===== src/rtl/mute_pd_pkg.sv =====
package mute_pd_pkg;
  localparam int unsigned REG_W    = 8;
  localparam int unsigned NUM_ADC  = 4;
  localparam int unsigned NUM_BIAS = 4;
  localparam int unsigned NUM_SD   = 2;

  typedef struct packed {
    logic                pdn_all;   // adc + ref + bias
    logic                pdn_core;  // adc + bias
    logic [NUM_BIAS-1:0] bias_sel;
    logic                bias_all;
  } grp_cfg_t;

  typedef struct packed {
    logic               pol_high;
    logic               tdm_en;
    logic               sd2_en;
    logic               sd1_en;
    logic [NUM_ADC-1:0] adc_sel;
  } chan_cfg_t;

  typedef struct packed {
    logic                tdm;
    logic [NUM_SD-1:0]   sd;
    logic                refs;
    logic [NUM_BIAS-1:0] bias;
    logic [NUM_ADC-1:0]  adc;
  } pd_vec_t;

  localparam grp_cfg_t  GRP_RST  = '0;
  localparam chan_cfg_t CHAN_RST = '{pol_high: 1'b1, default: '0};
endpackage


===== src/rtl/mute_pin_sync.sv =====
module mute_pin_sync #(
  parameter int unsigned STAGES = 2
) (
  input  logic clk_i,
  input  logic rst_ni,
  input  logic pin_i,
  output logic pin_o
);
  logic [STAGES-1:0] sync_q;

  generate
    for (genvar g = 0; g < STAGES; g++) begin : g_stage
      if (g == 0) begin : g_first
        always_ff @(posedge clk_i or negedge rst_ni) begin
          if (!rst_ni) sync_q[g] <= 1'b0;
          else         sync_q[g] <= pin_i;
        end
      end else begin : g_next
        always_ff @(posedge clk_i or negedge rst_ni) begin
          if (!rst_ni) sync_q[g] <= 1'b0;
          else         sync_q[g] <= sync_q[g-1];
        end
      end
    end
  endgenerate

  assign pin_o = sync_q[STAGES-1];

  assert_sync_shift_R3: assert property (@(posedge clk_i) disable iff (!rst_ni)
    $past(rst_ni) |-> pin_o == $past(sync_q[STAGES-2]));
endmodule


===== src/rtl/mute_pd_regs.sv =====
module mute_pd_regs
  import mute_pd_pkg::*;
(
  input  logic             clk_i,
  input  logic             rst_ni,
  input  logic             we_i,
  input  logic             addr_i,
  input  logic [REG_W-1:0] wdata_i,
  output logic [REG_W-1:0] rdata_o,
  output grp_cfg_t         grp_o,
  output chan_cfg_t        chan_o
);
  grp_cfg_t  grp_q;
  chan_cfg_t chan_q;

  always_ff @(posedge clk_i or negedge rst_ni) begin
    if (!rst_ni) begin
      grp_q  <= GRP_RST;
      chan_q <= CHAN_RST;
    end else if (we_i) begin
      if (!addr_i) grp_q <= '{pdn_all: wdata_i[7], pdn_core: wdata_i[6],
                              bias_sel: wdata_i[4:1], bias_all: wdata_i[0]};
      else         chan_q <= chan_cfg_t'(wdata_i);
    end
  end

  assign rdata_o = addr_i ? REG_W'(chan_q)
                          : {grp_q.pdn_all, grp_q.pdn_core, 1'b0, grp_q.bias_sel, grp_q.bias_all};
  assign grp_o   = grp_q;
  assign chan_o  = chan_q;

  assert_chan_wr_R2: assert property (@(posedge clk_i) disable iff (!rst_ni)
    we_i && addr_i |=> REG_W'(chan_q) == $past(wdata_i));
  assert_grp_hold_R2: assert property (@(posedge clk_i) disable iff (!rst_ni)
    !(we_i && !addr_i) |=> $stable(grp_q));
  assert_rsvd_zero_R2: assert property (@(posedge clk_i) disable iff (!rst_ni)
    !addr_i |-> rdata_o[5] == 1'b0);
endmodule


===== src/rtl/mute_pd_decode.sv =====
module mute_pd_decode
  import mute_pd_pkg::*;
(
  input  logic      clk_i,
  input  logic      rst_ni,
  input  logic      pin_sync_i,
  input  logic      tdm_mode_i,
  input  grp_cfg_t  grp_i,
  input  chan_cfg_t chan_i,
  input  pd_vec_t   norm_i,
  output pd_vec_t   pd_o
);
  logic    mute_act;
  pd_vec_t mute_req;
  pd_vec_t pd_q;

  assign mute_act = (pin_sync_i == chan_i.pol_high);

  always_comb begin
    mute_req      = '0;
    mute_req.adc  = {NUM_ADC{grp_i.pdn_all | grp_i.pdn_core}} | chan_i.adc_sel;
    mute_req.refs = grp_i.pdn_all;
    mute_req.bias = {NUM_BIAS{grp_i.pdn_all | grp_i.pdn_core | grp_i.bias_all}} | grp_i.bias_sel;
    mute_req.sd[0] = chan_i.sd1_en;
    mute_req.sd[1] = chan_i.sd2_en & ~tdm_mode_i;
    mute_req.tdm  = chan_i.tdm_en & chan_i.sd1_en;
  end

  always_ff @(posedge clk_i or negedge rst_ni) begin
    if (!rst_ni) pd_q <= '0;
    else         pd_q <= norm_i | (mute_act ? mute_req : pd_vec_t'('0));
  end

  assign pd_o = pd_q;

  assert_ref_src_R5: assert property (@(posedge clk_i) disable iff (!rst_ni)
    pd_o.refs |-> $past(norm_i.refs || (mute_act && grp_i.pdn_all)));
  assert_tdm_dep_R8: assert property (@(posedge clk_i) disable iff (!rst_ni)
    pd_o.tdm && !$past(norm_i.tdm) |-> $past(chan_i.sd1_en && chan_i.tdm_en));
  assert_sd2_tdm_R9: assert property (@(posedge clk_i) disable iff (!rst_ni)
    pd_o.sd[1] && $past(tdm_mode_i) |-> $past(norm_i.sd[1]));
  assert_norm_pass_R10: assert property (@(posedge clk_i) disable iff (!rst_ni)
    $past(rst_ni) |-> (pd_o & $past(norm_i)) == $past(norm_i));
endmodule


===== src/rtl/mute_pd_ctrl.sv =====
module mute_pd_ctrl
  import mute_pd_pkg::*;
#(
  parameter int unsigned SYNC_STAGES = 2
) (
  input  logic                clk_i,
  input  logic                rst_ni,
  input  logic                mute_pin_i,
  input  logic                tdm_mode_i,
  input  logic                reg_we_i,
  input  logic                reg_addr_i,
  input  logic [REG_W-1:0]    reg_wdata_i,
  output logic [REG_W-1:0]    reg_rdata_o,
  input  logic [NUM_ADC-1:0]  adc_pd_i,
  input  logic                ref_pd_i,
  input  logic [NUM_BIAS-1:0] bias_pd_i,
  input  logic [NUM_SD-1:0]   sdout_pd_i,
  input  logic                tdm_pd_i,
  output logic [NUM_ADC-1:0]  adc_pd_o,
  output logic                ref_pd_o,
  output logic [NUM_BIAS-1:0] bias_pd_o,
  output logic [NUM_SD-1:0]   sdout_pd_o,
  output logic                tdm_pd_o
);
  logic      pin_sync;
  grp_cfg_t  grp_cfg;
  chan_cfg_t chan_cfg;
  pd_vec_t   norm_pd;
  pd_vec_t   out_pd;

  mute_pin_sync #(.STAGES(SYNC_STAGES)) i_sync (
    .clk_i  (clk_i),
    .rst_ni (rst_ni),
    .pin_i  (mute_pin_i),
    .pin_o  (pin_sync)
  );

  mute_pd_regs i_regs (
    .clk_i   (clk_i),
    .rst_ni  (rst_ni),
    .we_i    (reg_we_i),
    .addr_i  (reg_addr_i),
    .wdata_i (reg_wdata_i),
    .rdata_o (reg_rdata_o),
    .grp_o   (grp_cfg),
    .chan_o  (chan_cfg)
  );

  assign norm_pd = '{tdm: tdm_pd_i, sd: sdout_pd_i, refs: ref_pd_i,
                     bias: bias_pd_i, adc: adc_pd_i};

  mute_pd_decode i_decode (
    .clk_i      (clk_i),
    .rst_ni     (rst_ni),
    .pin_sync_i (pin_sync),
    .tdm_mode_i (tdm_mode_i),
    .grp_i      (grp_cfg),
    .chan_i     (chan_cfg),
    .norm_i     (norm_pd),
    .pd_o       (out_pd)
  );

  assign adc_pd_o   = out_pd.adc;
  assign ref_pd_o   = out_pd.refs;
  assign bias_pd_o  = out_pd.bias;
  assign sdout_pd_o = out_pd.sd;
  assign tdm_pd_o   = out_pd.tdm;
endmodule


===== config.mk =====
export PLATFORM = sky130hd
export DESIGN_NAME = mute_pd_ctrl
export DESIGN_NICKNAME = d
export VERILOG_FILES = /design/src/rtl/mute_pd_pkg.sv /design/src/rtl/mute_pin_sync.sv /design/src/rtl/mute_pd_regs.sv /design/src/rtl/mute_pd_decode.sv /design/src/rtl/mute_pd_ctrl.sv
export SDC_FILE = /design/constraint.sdc
export NUM_CORES = 1
export LEC_CHECK = 0
export BUFFER_PORTS_ARGS = -buffer_cell sky130_fd_sc_hd__buf_4
export CORE_MARGIN = 2
export CORE_UTILIZATION = 47
export CTS_CLUSTER_SIZE = 24
export DETAILED_ROUTE_END_ITERATION = 16
export PLACE_DENSITY = 0.86
export SYNTH_ARGS = -nofsm -noshare
export SYNTH_HDL_FRONTEND = slang
export SYNTH_SLANG_ARGS = --single-unit
export TNS_END_PERCENT = 20

===== constraint.sdc =====
create_clock -name clk_i -period 1.2 [get_ports clk_i]
set_input_delay 0.06 -clock clk_i [delete_from_list [all_inputs] [get_ports clk_i]]
set_output_delay 0.06 -clock clk_i [all_outputs]
set_load 0.005 [all_outputs]

# Yosys cells after proc, flatten, opt, wreduce, memory -nomap -nowiden
# Cells that the tools add are included.
[word_totals] ff_bits=29 input_bits=26 elab_cells=30
[classes] eq_ne=1 muxes=2 bitwise_logic=9 reduce_logical=2
[op_table] op="$mux W12" n=1
[op_table] op="$or A12 B12 Y12" n=1
[op_table] op="$mux W8" n=1
[op_table] op="$or A4 B4 Y4" n=2
[op_table] op="$reduce_and A2 Y1" n=2
[op_table] op="$and A1 B1 Y1" n=2
[op_table] op="$not A1 Y1" n=2
[op_table] op="$or A1 B1 Y1" n=2
[op_table] op="$eq A1 B1 Y1" n=1

# Depth between registers and ports, before layout
# Gate-level depths: netlist (run 1).
[logic_depth] depth_word=5 ltp_mapped=4

# Modules after synthesis
# Synthesis (run 1) repeated with hierarchy kept, for this count alone.
[hier_totals] hier_cells=81 area_unflattened_um2=1224.9
[modules_own_cells] mod="mute_pd_regs" n_inst=1 cells_each=42 area_each_um2=700.7
[modules_own_cells] mod="mute_pd_decode" n_inst=1 cells_each=37 area_each_um2=474.2
[modules_own_cells] mod="mute_pin_sync" n_inst=1 cells_each=2 area_each_um2=50.0

# Worst setup path before layout (run 1)
# Ideal clock, no wire load.
[synth_path] kind="reg-to-reg" start="register i_regs.chan_q (netlist bit i_regs.chan_o[7])" end="register i_decode.pd_q (netlist bit i_decode.pd_o[0])" setup_ns=0.131 arrival_ns=0.909 t_required_ns=1.069 setup_slack_ns=0.160 path_stages_with_launch=3 period_less_slack_ns=1.040 cell_sequence="dfstp_2 > xor2_2 > o21bai_1"
[synth_via] elab_chain_cells=3
[synth_rtl] element="from (decl)" line="mute_pd_regs.sv:14" rtl="chan_cfg_t chan_q;"
[synth_rtl] element="from (signal assigned)" line="mute_pd_regs.sv:23" rtl="else chan_q <= chan_cfg_t'(wdata_i);"
[synth_rtl] element="$eq A1 B1 Y1" line="mute_pd_decode.sv:17" rtl="assign mute_act = (pin_sync_i == chan_i.pol_high);"
[synth_rtl] element="$mux W12" line="mute_pd_decode.sv:31" rtl="else pd_q <= norm_i | (mute_act ? mute_req : pd_vec_t'('0));"
[synth_rtl] element="$or A12 B12 Y12" line="mute_pd_decode.sv:31"
[synth_rtl] element="to (signal assigned)" line="mute_pd_decode.sv:31"
[synth_rtl] element="to (decl)" line="mute_pd_decode.sv:15" rtl="pd_vec_t pd_q;"
# No other way between the ends.
# A chain may end at the register's enable or synchronous reset.

# Worst setup path after layout (run 1)
[layout_path] start="register i_regs.grp_q (netlist bit i_regs.grp_o[0])" end="output reg_rdata_o[0]"
[layout_via] elab_chain_cells=1
[layout_rtl] element="from (decl)" line="mute_pd_regs.sv:13" rtl="grp_cfg_t grp_q;"
[layout_rtl] element="from (signal assigned)" line="mute_pd_regs.sv:21" rtl="if (!addr_i) grp_q <= '{pdn_all: wdata_i[7], pdn_core: wdata_i[6],"
[layout_rtl] element="$mux W8" line="mute_pd_regs.sv:27" rtl="assign rdata_o = addr_i ? REG_W'(chan_q)"
[layout_rtl] element="to (decl)" line="mute_pd_ctrl.sv:13" rtl="output logic [REG_W-1:0] reg_rdata_o,"
# No other way between the ends.

==> summary.md, run 1 <==
| Metric | Value |
|---|---|
| Status | `complete, but fails checks` |
| Failing checks | `setup timing` |
| Top post-synthesis cells by area | `dfrtp_1, mux2_2, mux2_4` |
| Setup WS post-layout | `-0.00965 ns` |
| Non-Filler Instances | `~180` |
| DR WL met3 | `~170 um` |
| CTS sink cnt | `29` |
| Register bit count reported by yosys | `29` |
| Main combinational cell family by area after synthesis | `multiplexers` |
| Clk buf depth | `2` |
| Final hold vios | `0` |
| Syn Area/Cell | `approximately 15 um2` |
| Mapped Area | `1230 um2` |
| Fin crit share | `101%` |
| # setup viols final | `4` |
| Top Layer Used | `met4` |
| Die H | `55.1 um` |
| Compound-Gate Fraction of Synth Area | `under 10%` |
| CP Cell Sequence | `mux2_4 -> buf_6` |
| CP Class | `reg2out` |
| Number of diodes | `0` |
| Placed cell count | `between 150 and 200` |
| Clock Latency Late Sink | `around 0.32 ns` |
| Ys flop type | `dfrtp_1` |
| Slowest-stage cell, CP | `dfrtp_2` |
| Unrepaired setup endpoints after global routing | `true` |
| Leakage | `slightly below 0.9 nW` |
| Syn Inst Count | `81` |
| Wl on met1 | `roughly 1.3 mm` |
| Slew margin rel. | `~73%` |
| Gpl congestion | `~0.75` |
| Top cells by count, synth | `dfrtp_1, mux2_2, o21bai_1` |
| Drt first-iter violations | `4` |
| Netlist cell types | `17` |
| Pre-CTS setup slack | `0.0596 ns` |
| Vias | `roughly 950` |
| PD cells | `1290 nW/um2` |
| Total Wirelength | `about 3.1 mm` |
| Syn nets | `107` |
| Synth Area in Adders | `0%` |
| Port buffer count | `45` |
| Crit. End Element | `output port` |
| FP Rows | `18` |
| Post-synthesis mux area share | `roughly 22%` |
| DRC | `0` |
| Vias in the first global route | `between 900 and 1,000` |
| Core Util, Final | `between 70% and 80%` |
| Worst Path Required | `about 1.1 ns` |
| Total grt overflow | `0` |
| Die area | `between 3000 and 4000 um2` |
| VDD IR-drop max | `roughly 1200 uV` |
| Max-cap violations | `0` |
| Register area share after synthesis | `59.3%` |
| Post-synthesis simple-gate area fraction | `under 10%` |
| Syn. warnings | `0` |
| CORE AREA | `~2500 um2` |
| Ys async rst share | `100%` |
| Initial core utilization | `about half` |
| CTS tree | `yes` |
| Yosys top cell by area | `dfrtp_1` |
| Worst Hold Class | `in2reg` |
| Critical Path AT | `about 1.2 ns` |
| Worst-path clk slew | `0.09 ns` |
| EDFF count, synth | `0` |
| NumNets Final | `180` |
| GR Util All Layers | `~22%` |
| CP peak stage delay | `~0.44 ns` |
| Post-DP HPWL | `between 1.5 and 2 mm` |
| Routed Antenna Nets | `0` |
| Root Driver | `clkbuf_4` |
| Via density | `between 5 and 6` |
| Pin count of the biggest net entering global routing | `30` |
| Routed wire length per instance | `~17 um` |
| Area Overhead vs Synth | `55.7%` |
| CTS Buf Count | `5` |
| Worst-path fanout max | `5` |
| Top-area cell type share of the netlist area | `57.1%` |
| Most frequent cell after synthesis | `dfrtp_1` |
| Antenna violations before repair | `0` |
| Pins Over Slew Limit | `0` |
| Share of layout cells above drive strength 1 | `a little under three fifths` |
| Peak Freq | `approximately 830 MHz` |
| Clk_skew | `around 0.0086 ns` |
| Met2 wire length | `about 1.6 mm` |
| Ports | `46` |
| Actual slew at the worst max-slew pin | `slightly above 0.4 ns` |
| CP startpoint kind | `flip-flop` |
| Drt pass-1 iters | `4` |
| Final min period | `about 1.2 ns` |
| Chip width | `55.1 um` |
| H-tree level count | `2` |
| XOR/XNOR Fraction of Synth Area | `about 2.0%` |
| First-pass GRT wire length | `4.50 mm` |
-- state kept, by name (all words and copies together), names as in the netlist --
name / count
i_decode.pd_o: 12
i_regs.chan_o: 8
i_regs.grp_o: 7
i_sync.pin_o: 1
i_sync.sync_q: 1
-- report_power, final --
group          internal (mW)  switching [mW]
sequential              1.11          0.0904
combinational          0.426           0.235
clock                  0.276           0.321
total                   1.82           0.646
-- logic make-up (layout without fill, tap and decap cells) --
| kind of cell | after synthesis | after routing |
|---|---|---|
| AND/OR/NAND/NOR | 11 | 11 |
| flip-flops | 29 | 29 |
| AO/OA/AOI/OAI | 12 | 12 |
| multiplexers | 22 | 22 |
| buffers and inverters | 5 | 78 |
| XOR/XNOR | 2 | 2 |
-- worst max-delay path: cells and delay by family (launching register included) --
kind,cells,cell delay (ns)
muxes,1,0.28
DFF,1,0.44
buffers and inverters,1,0.11
-- path summary, 6_finish.rpt --
kind / startpoint / cells after the start / to / slack (ns)
max in group asynchronous: rst_ni / 2 / i_regs.chan_o[7] / 0.70
min in group asynchronous: rst_ni / 2 / i_decode.pd_o[4] / 0.19
worst max-delay path: i_regs.grp_o[0] / 2 / reg_rdata_o[0] / -0.01
worst min-delay path: tdm_mode_i / 3 / i_decode.pd_o[10] / 0.05
worst min register to register: i_sync.sync_q[0] / 0 / i_sync.pin_o / 0.38
worst max register to register: i_regs.grp_o[6] / 3 / i_decode.pd_o[7] / 0.03
-- per-stage QoR --
step           cell area, um2  setup TNS (ns)  power, mW  hold slack (ns)
3_5_place_dp             1570               0       1.75        -0.000357
4_1_cts                  1880         -0.0417       2.42          0.00663
3_3_place_gp             1570               0       1.72         -0.00931
5_1_grt                  1910          -0.469       2.57           0.0440
6_report                 1910         -0.0285       2.46           0.0543
2_1_floorplan            1230               0       1.47           -0.236
-- routing by layer --
metal | vias up | GRT usage (%)
met5 | - | 0
met4 | 0 | 8.94
met3 | 6 | 7.26
met2 | 37 | 39.7
met1 | 465 | 24.6
li1 | 437 | -
-- cells in the final DEF, fill, tap and decap left out, types with 4 or more instances in the layout --
cell	n
buf_6	4
buf_4	44
o21bai_1	8
mux2_2	11
mux2_4	11
dfrtp_1	25
clkbuf_4	5
nor3_1	4
dlygate4sd3_1	22
-- area by class of cell --
class | count | area [um2]
inverters | 1 | 3.75
repair buffers | 70 | 596
well taps | 30 | 37.5
multi-input cells | 47 | 487
flip-flops and latches | 29 | 731
fillers | 162 | 568
clock buffers | 7 | 55.1
-- timing repair --
item,CTS,global route
endpoints found under the setup margin,4,15
hold buffers,21,1
endpoints found under the hold margin,55,1
buffers inserted,2,1
pin swaps,0,0
resized for setup,9,3
Power figures use the tool's default switching activity.
==> inputs of run 2 (changes only) <==
CORE_UTILIZATION = 51   (was 47)
PLACE_DENSITY = 0.91   (was 0.86)
clock period = 1.45 ns   (was 1.2 ns; I/O delays follow)
==> run 2 against run 1 <==
Against the previous run:
- critical endpoint is now reg_rdata_o[7]
- first-iteration DRC count grew 50%
- clock power grew 16%
- die area shrank 7.3%
- the run now ends clean
- utilization grew 6.9 points
==> summary.md, run 2 (same netlist as run 1, synthesis figures left out) <==
| Metric | Value |
|---|---|
| Pin count of the biggest net entering global routing | `30 (unchanged)` |
| Placed cell count | `150 (-1.3%)` |
| Max reg flops | `12 (unchanged)` |
| Drt pass-1 iters | `4 (unchanged)` |
| Reg-to-Reg Start | `i_regs.chan_o[7]` |
| Clk buf depth | `2 (unchanged)` |
| CP startpoint kind | `flip-flop` |
| GR Util All Layers | `26.4% (+4.1 points)` |
| Peak Freq | `between 700 and 800 MHz` |
| Number of diodes | `0 (unchanged)` |
| # setup viols final | `0 (-4)` |
| Non-Filler Instances | `180 (-2.2%)` |
| Fin Setup TNS | `0 ns (+0.0285 ns)` |
| Worst Hold End | `i_decode.pd_o[10]` |
| Hold_ws | `0.0609 ns (+0.00655 ns)` |
| Status | `complete, no violations` |
| Actual slew at the worst max-slew pin | `0.366 ns (-0.0432 ns)` |
| Final min period | `1.39 ns` |
| First-pass GRT wire length | `4.97 mm (+10%)` |
| FP Rows | `17 (-1)` |
| Critical Path AT | `1.32 ns (+0.17 ns)` |
| Fin area | `1870 um2 (-1.8%)` |
| Total grt overflow | `0 (unchanged)` |
| CP Class | `reg2out` |
| Die H | `53.0 um (-3.7%)` |
| Clock power frac | `31.5% (+7.2 points)` |
| Worst reg2reg setup slack | `0.25 ns (+0.22 ns)` |
| Most frequent cells in the layout | `buf_4, dfrtp_1, dlygate4sd3_1, mux2_2, o21bai_1` |
| Met1 GRT Util | `31.5% (+6.9 points)` |
| H-tree level count | `2 (unchanged)` |
| Worst Hold Launch | `tdm_mode_i` |
| Root Driver | `clkbuf_4` |
| Worst R2R Path Depth | `2 (-1)` |
| NetSw | `0.545 mW (-16%)` |
| Worst-path clk slew | `0.08 ns (about the same)` |
| Setup WS post-layout | `0.0606 ns (+0.0702 ns)` |
| Sw Share | `24.9% (-1.3 points)` |
| Routed Antenna Nets | `0 (unchanged)` |
| Leakage | `0.868 nW (-2.2%)` |
| Slew margin rel. | `75.6% (+3.1 points)` |
| DRC | `0 (unchanged)` |
| Share of layout cells above drive strength 1 | `53.9% (-3.2 points)` |
| Area Overhead vs Synth | `52.9%` |
| Most common cell after layout, fill and taps aside | `buf_4` |
| Overall Power | `2.19 mW (-11%)` |
| CORE AREA | `2230 um2 (-9.8%)` |
| Ports | `46 (unchanged)` |
| Placed cell area | `1570 um2 (-0.16%)` |
| Met3 usage | `10.7% (+3.5 points)` |
| Worst Path Required | `1.38 ns (+0.24 ns)` |
| VDD IR-drop max | `1190 uV (+1.9%)` |
| Post-DP HPWL | `1.89 mm (+3.4%)` |
| Sequential power share | `46.5% (-2.4 points)` |
| Core Util, Final | `83.9% (+6.9 points)` |
| PD cells | `1170 nW/um2 (-9.4%)` |
| Worst hold path depth | `3 (unchanged)` |
| Via density | `5.13 (about the same)` |
| Vias | `924 (-2.2%)` |
| Drt first-iter violations | `6 (+2)` |
| CTS tree | `yes` |
| Initial core utilization | `54.9% (+5.4 points)` |
| Fin crit share | `a little over nine tenths` |
| NumNets Final | `177 (-1.7%)` |
| # hold bufs at CTS | `22 (+4.8%)` |
| Clock Latency Late Sink | `0.34 ns (+0.02 ns)` |
| Die area | `2810 um2 (-7.3%)` |
| CTS sink cnt | `29 (unchanged)` |
| Chip width | `53.0 um (-3.7%)` |
| Worst Hold Class | `in2reg` |
| Gpl congestion | `0.794 (+5.6%)` |
| Routed wire length per instance | `17.5 um (+4.8%)` |
| Comb pwr share | `21.9% (-4.9 points)` |
| Antenna violations before repair | `0 (unchanged)` |
| Total Wirelength | `3.14 mm (+2.5%)` |
| Post-cts sizing count | `0 (-9)` |
| Reg2Reg Capture Point | `i_decode.pd_o[6]` |
| Pins Over Slew Limit | `0 (unchanged)` |
| Final hold vios | `0 (unchanged)` |
| Met2 GRT Util | `44.0% (+4.3 points)` |
| Max-cap violations | `0 (unchanged)` |
| Unrepaired setup endpoints after global routing | `false` |
| P_int | `1.64 mW (-9.5%)` |
| Crit. End Element | `output port` |
| Pre-CTS setup slack | `0.301 ns (+0.241 ns)` |
| # Post-CTS Setup Buffers | `0 (-2)` |
| GRT busiest layer | `met2` |
| Worst-path fanout max | `11 (+6)` |
| Vias in the first global route | `999 (+4.1%)` |
| CTS Buf Count | `5 (unchanged)` |
| Clk_skew | `0.00779 ns (-0.000789 ns)` |
| Port buffer count | `45 (unchanged)` |
[run 2: changes by cell type in the layout (fill, tap and decap cells not counted), sizes merged]
cell    before  now
buf         48   45
bufinv       0    1
[run 2: worst max-delay path by stage]
stage                startpoint               end  depth (start not counted)
3_3_place_gp   i_regs.chan_o[7]  i_decode.pd_o[4]                          2
3_5_place_dp   i_regs.chan_o[7]  i_decode.pd_o[4]                          2
4_1_cts         i_regs.grp_o[6]    reg_rdata_o[7]                          2
6_report        i_regs.grp_o[6]    reg_rdata_o[7]                          2
5_1_grt         i_regs.grp_o[6]    reg_rdata_o[7]                          2
2_1_floorplan  i_regs.chan_o[7]  i_decode.pd_o[0]                          2
[run 2: per-layer routing]
| metal | wire length (um) | up-vias |
|---|---|---|
| met5 | 0 | - |
| met4 | 32 | 0 |
| met3 | 196 | 3 |
| met2 | 1700 | 34 |
| met1 | 1210 | 456 |
| li1 | - | 431 |
[run 2: area by class of cell]
type / instances / area (um2)
flip-flops and latches: 29 / 727
well taps: 28 / 35.0
clock buffers: 7 / 55.1
fillers: 108 / 359
clock inverters: 1 / 30.0
repair buffers: 67 / 558
multi-input cells: 47 / 465
inverters: 1 / 3.75
[run 2: worst max-delay path: stages, from the launching register on]
cell,delay (ns)
dfrtp_1,0.52
mux2_2,0.33
buf_4,0.14
[run 2: power groups by stage]
stage          clock, mW  combinational, mW  sequential, mW
6_report           0.690              0.480            1.02
5_1_grt            0.726              0.516            1.03
4_1_cts            0.695              0.472            1.01
3_5_place_dp           0              0.422            1.03
3_3_place_gp           0              0.408            1.02
2_1_floorplan          0              0.224           0.991
